## src/rtl/lms_zd_pkg.sv

```systemverilog
package lms_zd_pkg;

  // Two-cycle sample period: which job the shared multiplier bank does.
  typedef enum logic {
    SLOT_UPDATE = 1'b0,
    SLOT_FILTER = 1'b1
  } slot_e;

endpackage

```

## src/rtl/lms_tap_line.sv

```systemverilog
module lms_tap_line #(
  parameter int NTAPS = 8,
  parameter int DW    = 12
) (
  input  logic                 clk,
  input  logic                 rst,
  input  logic                 shift_en,
  input  logic signed [DW-1:0] din,
  output logic signed [DW-1:0] taps [NTAPS]
);

  // Stage 0 holds x(n); stage k holds x(n-k).
  for (genvar k = 0; k < NTAPS; k++) begin : g_stage
    always_ff @(posedge clk) begin
      if (rst) begin
        taps[k] <= '0;
      end else if (shift_en) begin
        if (k == 0) taps[k] <= din;
        else        taps[k] <= taps[(k == 0) ? 0 : k-1];
      end
    end
  end

endmodule

```

## src/rtl/lms_shared_mults.sv

```systemverilog
module lms_shared_mults #(
  parameter int NTAPS = 8,
  parameter int DW    = 12,
  localparam int PW   = 2*DW
) (
  input  logic                 filter_sel,
  input  logic signed [DW-1:0] taps      [NTAPS],
  input  logic signed [DW-1:0] coef      [NTAPS],
  input  logic signed [DW-1:0] step_err,
  output logic signed [PW-1:0] tree_prod [NTAPS],
  output logic signed [PW-1:0] upd_prod  [NTAPS]
);

  // One multiplier per tap. A 2:1 mux picks the operand; a 1:2 demux
  // steers the product to the adder tree or to the weight adder.
  for (genvar k = 0; k < NTAPS; k++) begin : g_mul
    logic signed [DW-1:0] op_b;
    logic signed [PW-1:0] prod;

    always_comb begin
      op_b         = filter_sel ? coef[k] : step_err;
      prod         = taps[k] * op_b;
      tree_prod[k] = filter_sel ? prod : '0;
      upd_prod[k]  = filter_sel ? '0   : prod;
    end
  end

endmodule

```

## src/rtl/lms_adder_tree.sv

```systemverilog
module lms_adder_tree #(
  parameter int NTAPS = 8,
  parameter int IW    = 24,
  localparam int OW   = IW + $clog2(NTAPS)
) (
  input  logic signed [IW-1:0] leaf [NTAPS],
  output logic signed [OW-1:0] sum
);

  logic signed [OW-1:0] part [NTAPS];

  // log2(NTAPS) levels of pairwise addition, each level halving the span.
  always_comb begin
    for (int i = 0; i < NTAPS; i++) begin
      part[i] = OW'(leaf[i]);
    end
    for (int span = NTAPS/2; span >= 1; span = span/2) begin
      for (int i = 0; i < span; i++) begin
        part[i] = part[2*i] + part[2*i+1];
      end
    end
    sum = part[0];
  end

endmodule

```

## src/rtl/lms_weight_bank.sv

```systemverilog
module lms_weight_bank #(
  parameter int NTAPS = 8,
  parameter int DW    = 12,
  localparam int PW   = 2*DW,
  localparam int FRAC = DW-1
) (
  input  logic                 clk,
  input  logic                 rst,
  input  logic                 commit,
  input  logic signed [PW-1:0] upd_prod [NTAPS],
  output logic signed [DW-1:0] w        [NTAPS]
);

  localparam logic signed [PW-1:0] WMAX = (PW'(1) <<< (DW-1)) - 1;
  localparam logic signed [PW-1:0] WMIN = -WMAX - 1;

  // Truncate the increment to weight precision (floor), add, saturate.
  function automatic logic signed [DW-1:0] next_weight(
    input logic signed [DW-1:0] cur,
    input logic signed [PW-1:0] prod
  );
    logic signed [PW-1:0] inc;
    logic signed [PW-1:0] tot;
    inc = prod >>> FRAC;
    tot = PW'(cur) + inc;
    if (tot > WMAX)      tot = WMAX;
    else if (tot < WMIN) tot = WMIN;
    return $signed(tot[DW-1:0]);
  endfunction

  for (genvar k = 0; k < NTAPS; k++) begin : g_w
    always_ff @(posedge clk) begin
      if (rst)         w[k] <= '0;
      else if (commit) w[k] <= next_weight(w[k], upd_prod[k]);
    end
  end

endmodule

```

## src/rtl/lms_zd_filter.sv

```systemverilog
module lms_zd_filter
  import lms_zd_pkg::*;
#(
  parameter int NTAPS    = 8,
  parameter int DW       = 12,
  parameter int MU_SHIFT = 4,
  localparam int ACCW    = 2*DW + $clog2(NTAPS)
) (
  input  logic                   clk,
  input  logic                   rst,
  input  logic                   smp_valid,
  input  logic signed [DW-1:0]   x_in,
  input  logic signed [DW-1:0]   d_in,
  output logic signed [ACCW-1:0] y_out,
  output logic signed [DW-1:0]   e_out
);

  localparam int PW   = 2*DW;
  localparam int FRAC = DW-1;
  localparam int DIFW = ACCW + 1;
  localparam logic signed [DIFW-1:0] EMAX = (DIFW'(1) <<< (DW-1)) - 1;
  localparam logic signed [DIFW-1:0] EMIN = -EMAX - 1;

  // e = floor((d aligned to y's fraction - y) / 2^FRAC), saturated to DW bits.
  function automatic logic signed [DW-1:0] form_error(
    input logic signed [DW-1:0]   d,
    input logic signed [ACCW-1:0] acc
  );
    logic signed [DIFW-1:0] diff;
    logic signed [DIFW-1:0] q;
    diff = (DIFW'(d) <<< FRAC) - DIFW'(acc);
    q    = diff >>> FRAC;
    if (q > EMAX)      q = EMAX;
    else if (q < EMIN) q = EMIN;
    return $signed(q[DW-1:0]);
  endfunction

  // Step size 2^-MU_SHIFT: a shift, no multiplier.
  function automatic logic signed [DW-1:0] scale_step(input logic signed [DW-1:0] e);
    return e >>> MU_SHIFT;
  endfunction

  slot_e                 slot_q;
  logic                  live_q;
  logic signed [DW-1:0]  d_q;
  logic signed [DW-1:0]  mue_q;
  logic signed [ACCW-1:0] y_q;
  logic signed [DW-1:0]  e_q;

  // Named events used by the datapath and the bound checker.
  logic load_ev;
  logic filt_ev;
  logic commit_ev;
  assign load_ev   = (slot_q == SLOT_UPDATE) && smp_valid;
  assign filt_ev   = (slot_q == SLOT_FILTER) && live_q;
  assign commit_ev = (slot_q == SLOT_UPDATE) && live_q;

  logic signed [DW-1:0]   taps      [NTAPS];
  logic signed [DW-1:0]   weights   [NTAPS];
  logic signed [PW-1:0]   tree_prod [NTAPS];
  logic signed [PW-1:0]   upd_prod  [NTAPS];
  logic signed [ACCW-1:0] acc;
  logic signed [DW-1:0]   err_w;

  always_ff @(posedge clk) begin
    if (rst) begin
      slot_q <= SLOT_UPDATE;
      live_q <= 1'b0;
      d_q    <= '0;
    end else begin
      slot_q <= (slot_q == SLOT_UPDATE) ? SLOT_FILTER : SLOT_UPDATE;
      if (slot_q == SLOT_UPDATE) live_q <= smp_valid;
      if (load_ev)               d_q    <= d_in;
    end
  end

  lms_tap_line #(.NTAPS(NTAPS), .DW(DW)) u_line (
    .clk      (clk),
    .rst      (rst),
    .shift_en (load_ev),
    .din      (x_in),
    .taps     (taps)
  );

  lms_shared_mults #(.NTAPS(NTAPS), .DW(DW)) u_mults (
    .filter_sel (slot_q == SLOT_FILTER),
    .taps       (taps),
    .coef       (weights),
    .step_err   (mue_q),
    .tree_prod  (tree_prod),
    .upd_prod   (upd_prod)
  );

  lms_adder_tree #(.NTAPS(NTAPS), .IW(PW)) u_tree (
    .leaf (tree_prod),
    .sum  (acc)
  );

  assign err_w = form_error(d_q, acc);

  // Scaled-error register breaks the loop between the two slots.
  always_ff @(posedge clk) begin
    if (rst) begin
      y_q   <= '0;
      e_q   <= '0;
      mue_q <= '0;
    end else if (filt_ev) begin
      y_q   <= acc;
      e_q   <= err_w;
      mue_q <= scale_step(err_w);
    end
  end

  lms_weight_bank #(.NTAPS(NTAPS), .DW(DW)) u_wbank (
    .clk      (clk),
    .rst      (rst),
    .commit   (commit_ev),
    .upd_prod (upd_prod),
    .w        (weights)
  );

  assign y_out = y_q;
  assign e_out = e_q;

  // Flattened state for the checker.
  logic [NTAPS*DW-1:0] w_flat;
  logic [NTAPS*DW-1:0] tap_flat;
  for (genvar k = 0; k < NTAPS; k++) begin : g_flat
    assign w_flat[k*DW +: DW]   = weights[k];
    assign tap_flat[k*DW +: DW] = taps[k];
  end

endmodule

```

## config.mk

```make
export PLATFORM = sky130hd
export DESIGN_NAME = lms_zd_filter
export DESIGN_NICKNAME = d
export VERILOG_FILES = /design/src/rtl/lms_zd_pkg.sv /design/src/rtl/lms_tap_line.sv /design/src/rtl/lms_shared_mults.sv /design/src/rtl/lms_adder_tree.sv /design/src/rtl/lms_weight_bank.sv /design/src/rtl/lms_zd_filter.sv
export SDC_FILE = /design/constraint.sdc
export NUM_CORES = 2
export LEC_CHECK = 0
export ABC_AREA = 0
export BUFFER_PORTS_ARGS = -buffer_cell sky130_fd_sc_hd__buf_4
export CAP_MARGIN = 20
export CORE_ASPECT_RATIO = 0.5
export CORE_MARGIN = 8
export CORE_UTILIZATION = 50
export CTS_CLUSTER_DIAMETER = 40
export DETAILED_ROUTE_END_ITERATION = 8
export PLACE_DENSITY = 0.8
export SYNTH_ARGS = -nofsm -noshare
export SYNTH_HDL_FRONTEND = slang
export SYNTH_SLANG_ARGS = --single-unit
```

## constraint.sdc

```tcl
create_clock -name clk -period 11.3 [get_ports clk]
set_input_delay 1.695 -clock clk [delete_from_list [all_inputs] [get_ports clk]]
set_output_delay 1.695 -clock clk [all_outputs]
set_load 0.02 [all_outputs]
```

# After elaboration in Yosys (flattened, before gate mapping)
# Cells that the tools add are included.
# totals
rom_bits	0
ram_bits	0
elab_cells	111
n_memories	0
regBits	253
latch_bits	0
out_inout_bits	39
inputBits	27
# op_classes
n_lt_le_gt_ge	18
bitwise_logic	1
div_mod_pow	0
muxes	43
add_sub_neg	16
eq_ne	0
reduce_logical	3
shifts	0
mul	8
# op_table
op	n
2-to-1 mux 24 bit	16
2-to-1 mux 12 bit	26
multiplier 12 x 12 -> 24 bit	8
adder 12 x 13 -> 14 bit	8
> comparator 14 x 12 -> 1 bit, second input constant	8
< comparator 14 x 12 -> 1 bit, second input constant	8
adder 24 x 24 -> 25 bit	4
adder 27 bit	3
subtractor 23 x 27 -> 28 bit	1
> comparator 17 x 12 -> 1 bit, second input constant	1
< comparator 17 x 12 -> 1 bit, second input constant	1
logical AND 1 bit	3
2-to-1 mux 1 bit	1
NOT 1 bit	1

# Depth between registers and ports, before layout
# depth
word_depth	10
depth_mapped	58

# Modules after synthesis
# A second synthesis with hierarchy kept.
# unflattened
hier_cells	8086
hier_area_um2	66691.5
# by_module_without_submodules
mod	seq_area_each_um2	n_inst	cells_each	area_each_um2
lms_shared_mults	0.0	1	5583	46075.4
lms_weight_bank	1921.8	1	1116	8659.6
lms_adder_tree	0.0	1	680	5569.1
lms_tap_line	1921.8	1	310	3429.5
lms_zd_filter	1061.0	1	397	2957.8

# Worst setup path after synthesis
# OpenSTA, ideal clock, no wires.
# synth_timing
path_kind	register -> register
from	register slot_q
to	register e_q[1] (netlist: e_out[1])
t_required_ps	11147
n_path_buf	5
stages_incl_launch_ff	51
setup_slack_ps	-187
setup_time_ps	153
arrival_time_ps	11334
path_cell_list	dfxtp_1 clkbuf_1 clkbuf_1 buf_1 nand2_1 nand2_1 clkbuf_1 nand2_1 fa_1 fa_1 fa_1 inv_1 fa_1 inv_1 fa_1 inv_1 ha_1 a21boi_0 (+15 left out) xnor2_1 fa_1 inv_1 fa_1 inv_1 ha_1 and3_1 a221oi_1 o21ai_0 xnor2_1 ha_1 o41ai_4 nand3_2 o32ai_1 nor2_1 o211ai_1 buf_2 a41oi_2
# synth_via
elab_chain_cells	10
# synth_rtl
element	line	text
start: declaration	lms_zd_filter.sv:43	slot_e slot_q;
start signal: assignment	lms_zd_filter.sv:71	slot_q <= (slot_q == SLOT_UPDATE) ? SLOT_FILTER : SLOT_UPDATE;
2-to-1 mux 12 bit	lms_shared_mults.sv:21	op_b = filter_sel ? coef[k] : step_err;
multiplier 12 x 12 -> 24 bit	lms_shared_mults.sv:22	prod = taps[k] * op_b;
2-to-1 mux 24 bit	lms_shared_mults.sv:23	tree_prod[k] = filter_sel ? prod : '0;
adder 24 x 24 -> 25 bit	lms_adder_tree.sv:19	part[i] = part[2*i] + part[2*i+1];
adder 27 bit (2 in a row)	lms_adder_tree.sv:19	
subtractor 23 x 27 -> 28 bit	lms_zd_filter.sv:31	diff = (DIFW'(d) <<< FRAC) - DIFW'(acc);
< comparator 17 x 12 -> 1 bit	lms_zd_filter.sv:34	else if (q < EMIN) q = EMIN;
2-to-1 mux 12 bit	lms_zd_filter.sv:34	
2-to-1 mux 12 bit	lms_zd_filter.sv:33	if (q > EMAX) q = EMAX;
end signal: assignment	lms_zd_filter.sv:109	e_q <= err_w;
end: declaration	lms_zd_filter.sv:48	logic signed [DW-1:0] e_q;
# Parallel ways exist; a longest one is shown, timed or not.
# A chain may end at the register's enable or synchronous reset.

# Worst setup path in the final report
# layout_timing
from	register slot_q
to	register mue_q[0]
# layout_via
elab_chain_cells	10
# layout_rtl
element	line	text
2-to-1 mux 12 bit	lms_shared_mults.sv:21	
multiplier 12 x 12 -> 24 bit	lms_shared_mults.sv:22	
2-to-1 mux 24 bit	lms_shared_mults.sv:23	
adder 24 x 24 -> 25 bit	lms_adder_tree.sv:19	
adder 27 bit (2 in a row)	lms_adder_tree.sv:19	
subtractor 23 x 27 -> 28 bit	lms_zd_filter.sv:31	
< comparator 17 x 12 -> 1 bit	lms_zd_filter.sv:34	
2-to-1 mux 12 bit	lms_zd_filter.sv:34	
2-to-1 mux 12 bit	lms_zd_filter.sv:33	
end signal: assignment	lms_zd_filter.sv:110	mue_q <= scale_step(err_w);
end: declaration	lms_zd_filter.sv:46	logic signed [DW-1:0] mue_q;
# Parallel ways exist; a longest one is shown, timed or not.

==> flow_metrics.env <==
export IMPL_status="finished clean"
export IMPL_fp_dieH_um=271
export IMPL_multi_input_area_sq_um=55100
export IMPL_numClockSinks=245
export IMPL_grtUsageTotal_pct=24.6
export IMPL_clk_path_buf_depth=3
export IMPL_antenna_found_initial=6
export IMPL_rr_startpoint="slot_q$_SDFF_PP0_"
export IMPL_critPathLaunchType="register"
export IMPL_dp_hpwl_um=144000
export IMPL_cts_buffers=51
export IMPL_yosysWarnings=0
export IMPL_wl_per_cell_um=17.9
export IMPL_fin_crit_sh_pct=100
export IMPL_drt_iter0_markers=4148
export IMPL_p_per_area_nw_per_um2=57.8
export IMPL_yosysUniqueCellTypes=82
export IMPL_start_util_pct=50.4
export IMPL_remaining_drc_errors=0
export IMPL_synth_area_top_cells="fa_1 (36%), ha_1 (12%), inv_1 (8.9%)"
export IMPL_relSlewSlack_pct=20.1
export IMPL_htreeDepth=2
export IMPL_path_common_cell="ha_1"
export IMPL_synth_seq_area_share_pct=7.55
export IMPL_crit_slowest_cell="fa_1"
export IMPL_fmax_mhz=88.5
export IMPL_io_buffers=65
export IMPL_rr_worst_depth=55
export IMPL_worstPathMaxFanout=11
export IMPL_nNetsFinal=10232
export IMPL_critical_path_class="reg2reg"
export IMPL_finalPower_mw=4.43
export IMPL_syn_inst=7806
export IMPL_max_cap_violations=0
export IMPL_cp_data_arrival_time_ps=11840
export IMPL_syn_avg_cell_area_sq_um=8.32
export IMPL_place_gp_congestion=0.963
export IMPL_grt_remaining_overflow=0
export IMPL_async_flop_share_pct=0
export IMPL_vias=55157
export IMPL_final_antenna_net_count=0
export IMPL_clk_latency_ps=630
export IMPL_worst_pin_slew_ps=1200
export IMPL_rrSetupSlack_ps=4
export IMPL_setup_viol_count_final=0
export IMPL_fin_ws_ps=3.81
export IMPL_hold_violations=0
export IMPL_cts_root_buffer="clkbuf_16"
export IMPL_setup_worst_path_end="mue_q[0]$_SDFFE_PP0P_"
export IMPL_dp_cells=9983
export IMPL_worstReg2RegEnd="mue_q[0]$_SDFFE_PP0P_"
export IMPL_row_count=93
export IMPL_core_area_sq_um=129000
export IMPL_io_pins=66
export IMPL_synth_top_area_share_pct=36.0
export IMPL_routed_wl_um=182000
export IMPL_period_needed_ps=11300
export IMPL_drtPass1Iterations=6
export IMPL_final_layout_size_suffix_gt1_share_pct=16.8
export IMPL_dieWidth_um=526
export IMPL_place_ws_ps=-456
export IMPL_startpoint="slot_q$_SDFF_PP0_"
export IMPL_avgViaCountPerCell=5.44
export IMPL_synth_net_count=9647
export IMPL_cts_hold_buf=0
export IMPL_ys_flop_type="dfxtp_1"
export IMPL_cts_tree="done"
export IMPL_grt_first_pass_wirelength_um=290000
export IMPL_rsz0062_at_grt="yes"
export IMPL_dieArea_sq_um=142000
export IMPL_syn2layout_area_growth_pct=17.9
export IMPL_synth_seq_cells=245
export IMPL_grt_pass1_vias=56952
export IMPL_crit_required_ps=11840
export IMPL_clk_pin_slew_worst_paths_ps=60
export IMPL_ir_drop_mv=0.105
export IMPL_p_leak_nw=38.6
export IMPL_holdWs_ps=457
export IMPL_fillers=10219
export IMPL_finClkSkew_ps=27.1
export IMPL_hold_class="reg2reg"
export IMPL_finalMaxSlewViolations=0
export IMPL_synth_edf_count=0
export IMPL_final_instance_count_excl_fill=10144
export IMPL_synth_top_area_cell="fa_1"
export IMPL_endpoint_kind="register"
export IMPL_register_area_sq_um=4910
export IMPL_syn_area_sq_um=65000
export IMPL_cpPeakStageDelay_ps=530
export IMPL_grt_max_degree=90
-- kinds of logic (layout without fill, tap and decap cells) --
| kind of cell | Yosys count | count (layout) | share of synthesized area (%) |
|---|---|---|---|
| adder cells (fa/ha/maj) | 1814 | 1814 | 48.4 |
| AO/OA/AOI/OAI | 959 | 959 | 9.42 |
| XOR/XNOR | 371 | 371 | 5.00 |
| AND/OR/NAND/NOR | 2536 | 2536 | 18.6 |
| flip-flops | 245 | 245 | 7.55 |
| multiplexers | 8 | 8 | 0.129 |
| buffers and inverters | 1873 | 2500 | 10.8 |
| other | 0 | 1 | 0 |
-- critical path, delay by kind of cell, from the launching register on --
kind                       cells  cell delay [ps]
buffers and inverters         12             1280
DFF                            1              440
and+or+nand+nor                9             1550
xor gates and xnor gates       2              480
adders and majority gates     11             4080
AOI/OAI and AO/OA             21             3350
-- worst min-delay path by stage --
stage / startpoint / to / slack, ps / cells past startpoint
2_1_floorplan: d_q[0]$_SDFFE_PP0P_ / d_q[0]$_SDFFE_PP0P_ / 440 / 2
3_3_place_gp: y_out[0]$_SDFFE_PP0P_ / y_out[0]$_SDFFE_PP0P_ / 450 / 2
3_5_place_dp: d_q[0]$_SDFFE_PP0P_ / d_q[0]$_SDFFE_PP0P_ / 450 / 2
4_1_cts: d_q[0]$_SDFFE_PP0P_ / d_q[0]$_SDFFE_PP0P_ / 460 / 2
5_1_grt: d_q[9]$_SDFFE_PP0P_ / d_q[9]$_SDFFE_PP0P_ / 480 / 2
6_report: d_q[0]$_SDFFE_PP0P_ / d_q[0]$_SDFFE_PP0P_ / 460 / 2
-- layout make-up --
| cell class | instances | share of cell area, % |
|---|---|---|
| antenna | 1 | 0.00327 |
| clock buffer | 55 | 1.71 |
| clock inverter | 40 | 0.580 |
| inverter | 1550 | 7.60 |
| multi-input combinational | 5688 | 71.9 |
| sequential | 245 | 6.41 |
| tap | 1710 | 2.79 |
| timing repair buffer | 855 | 8.99 |
-- metrics by stage --
stage               setup TNS [ps]  cell area, sq um  util, %
floorplan                        0             65000        -
global placement             -2520             72000     55.9
detailed placement           -4410             72000     55.9
CTS                              0             74500     57.8
global route                 -4810             76600     59.5
finish                           0             76600     59.5
-- Yosys cell counts, types with 5 or more instances --
cell type / count
xnor2_1: 288
or3_1: 25
nand2b_1: 42
nand3b_1: 32
a21boi_0: 33
nor3b_1: 10
dfxtp_1: 245
o211ai_1: 21
and3_1: 17
nor2_1: 341
a41oi_1: 16
nand2_1: 1111
fa_1: 1167
nor2b_1: 217
o21ai_0: 133
a21o_1: 93
clkbuf_1: 312
a31o_2: 7
and2_1: 502
a21oi_1: 393
xor2_1: 83
buf_1: 7
nor4_1: 5
nand3_1: 52
o21ai_1: 6
o31ai_1: 8
a31oi_1: 21
o21a_1: 22
mux2i_1: 5
a41oi_2: 10
or2_2: 57
a211oi_1: 77
ha_1: 647
inv_1: 1549
o21bai_1: 68
nor3_1: 108
-- placed cells by master, fill, tap and decap left out, types with 20 or more instances in the layout --
master     synthesis  routed
inv_1           1549    1545
fa_1            1167    1165
nand2_1         1111    1055
buf_4              0     801
ha_1             647     615
and2_1           502     483
nor2_1           341     327
a21oi_1          393     320
dfxtp_1          245     244
xnor2_1          288     240
nor2b_1          217     180
nor3_1           108      95
a21o_1            93      93
o21ai_0          133      83
xor2_1            83      81
a211oi_1          77      72
a21oi_2            0      66
o21bai_1          68      66
or2_2             57      57
clkbuf_16          0      55
nand3_1           52      48
nand2b_1          42      41
xnor2_2            0      41
nand2_2            0      38
o21ai_1            6      34
nand3b_1          32      32
nor2b_2            0      27
buf_6              1      26
or3_1             25      23
o21ai_2            1      22
o21a_1            22      22
ha_4               0      22
o211ai_1          21      21
and2_4             1      20
-- metal layers --
layer  vias to the layer above  track usage, %  wire, um
li1                      25071               -         -
met1                     27415            32.1     71800
met2                      2158            41.3     86100
met3                       505            3.89     15700
met4                         8            9.37      7830
met5                         -               0        50
-- sequential cells by signal (all words and copies together), names as in the netlist --
name         count
u_line.taps     96
live_q           1
e_out            4
slot_q           1
d_q             12
y_out           27
mue_q            8
u_wbank.w       96
-- what timing repair did --
action	CTS	global route
buffers inserted	22	35
pin swaps	58	156
setup endpoints to repair	12	12
cloned	3	5
resized for setup	152	386
-- power by group --
group / internal, mW / switching [mW]
logic: 0.841 / 1.07
clock network: 0.957 / 0.618
registers: 0.901 / 0.0420
total: 2.70 / 1.73
Note: power is estimated with default switching activity, not from simulation.
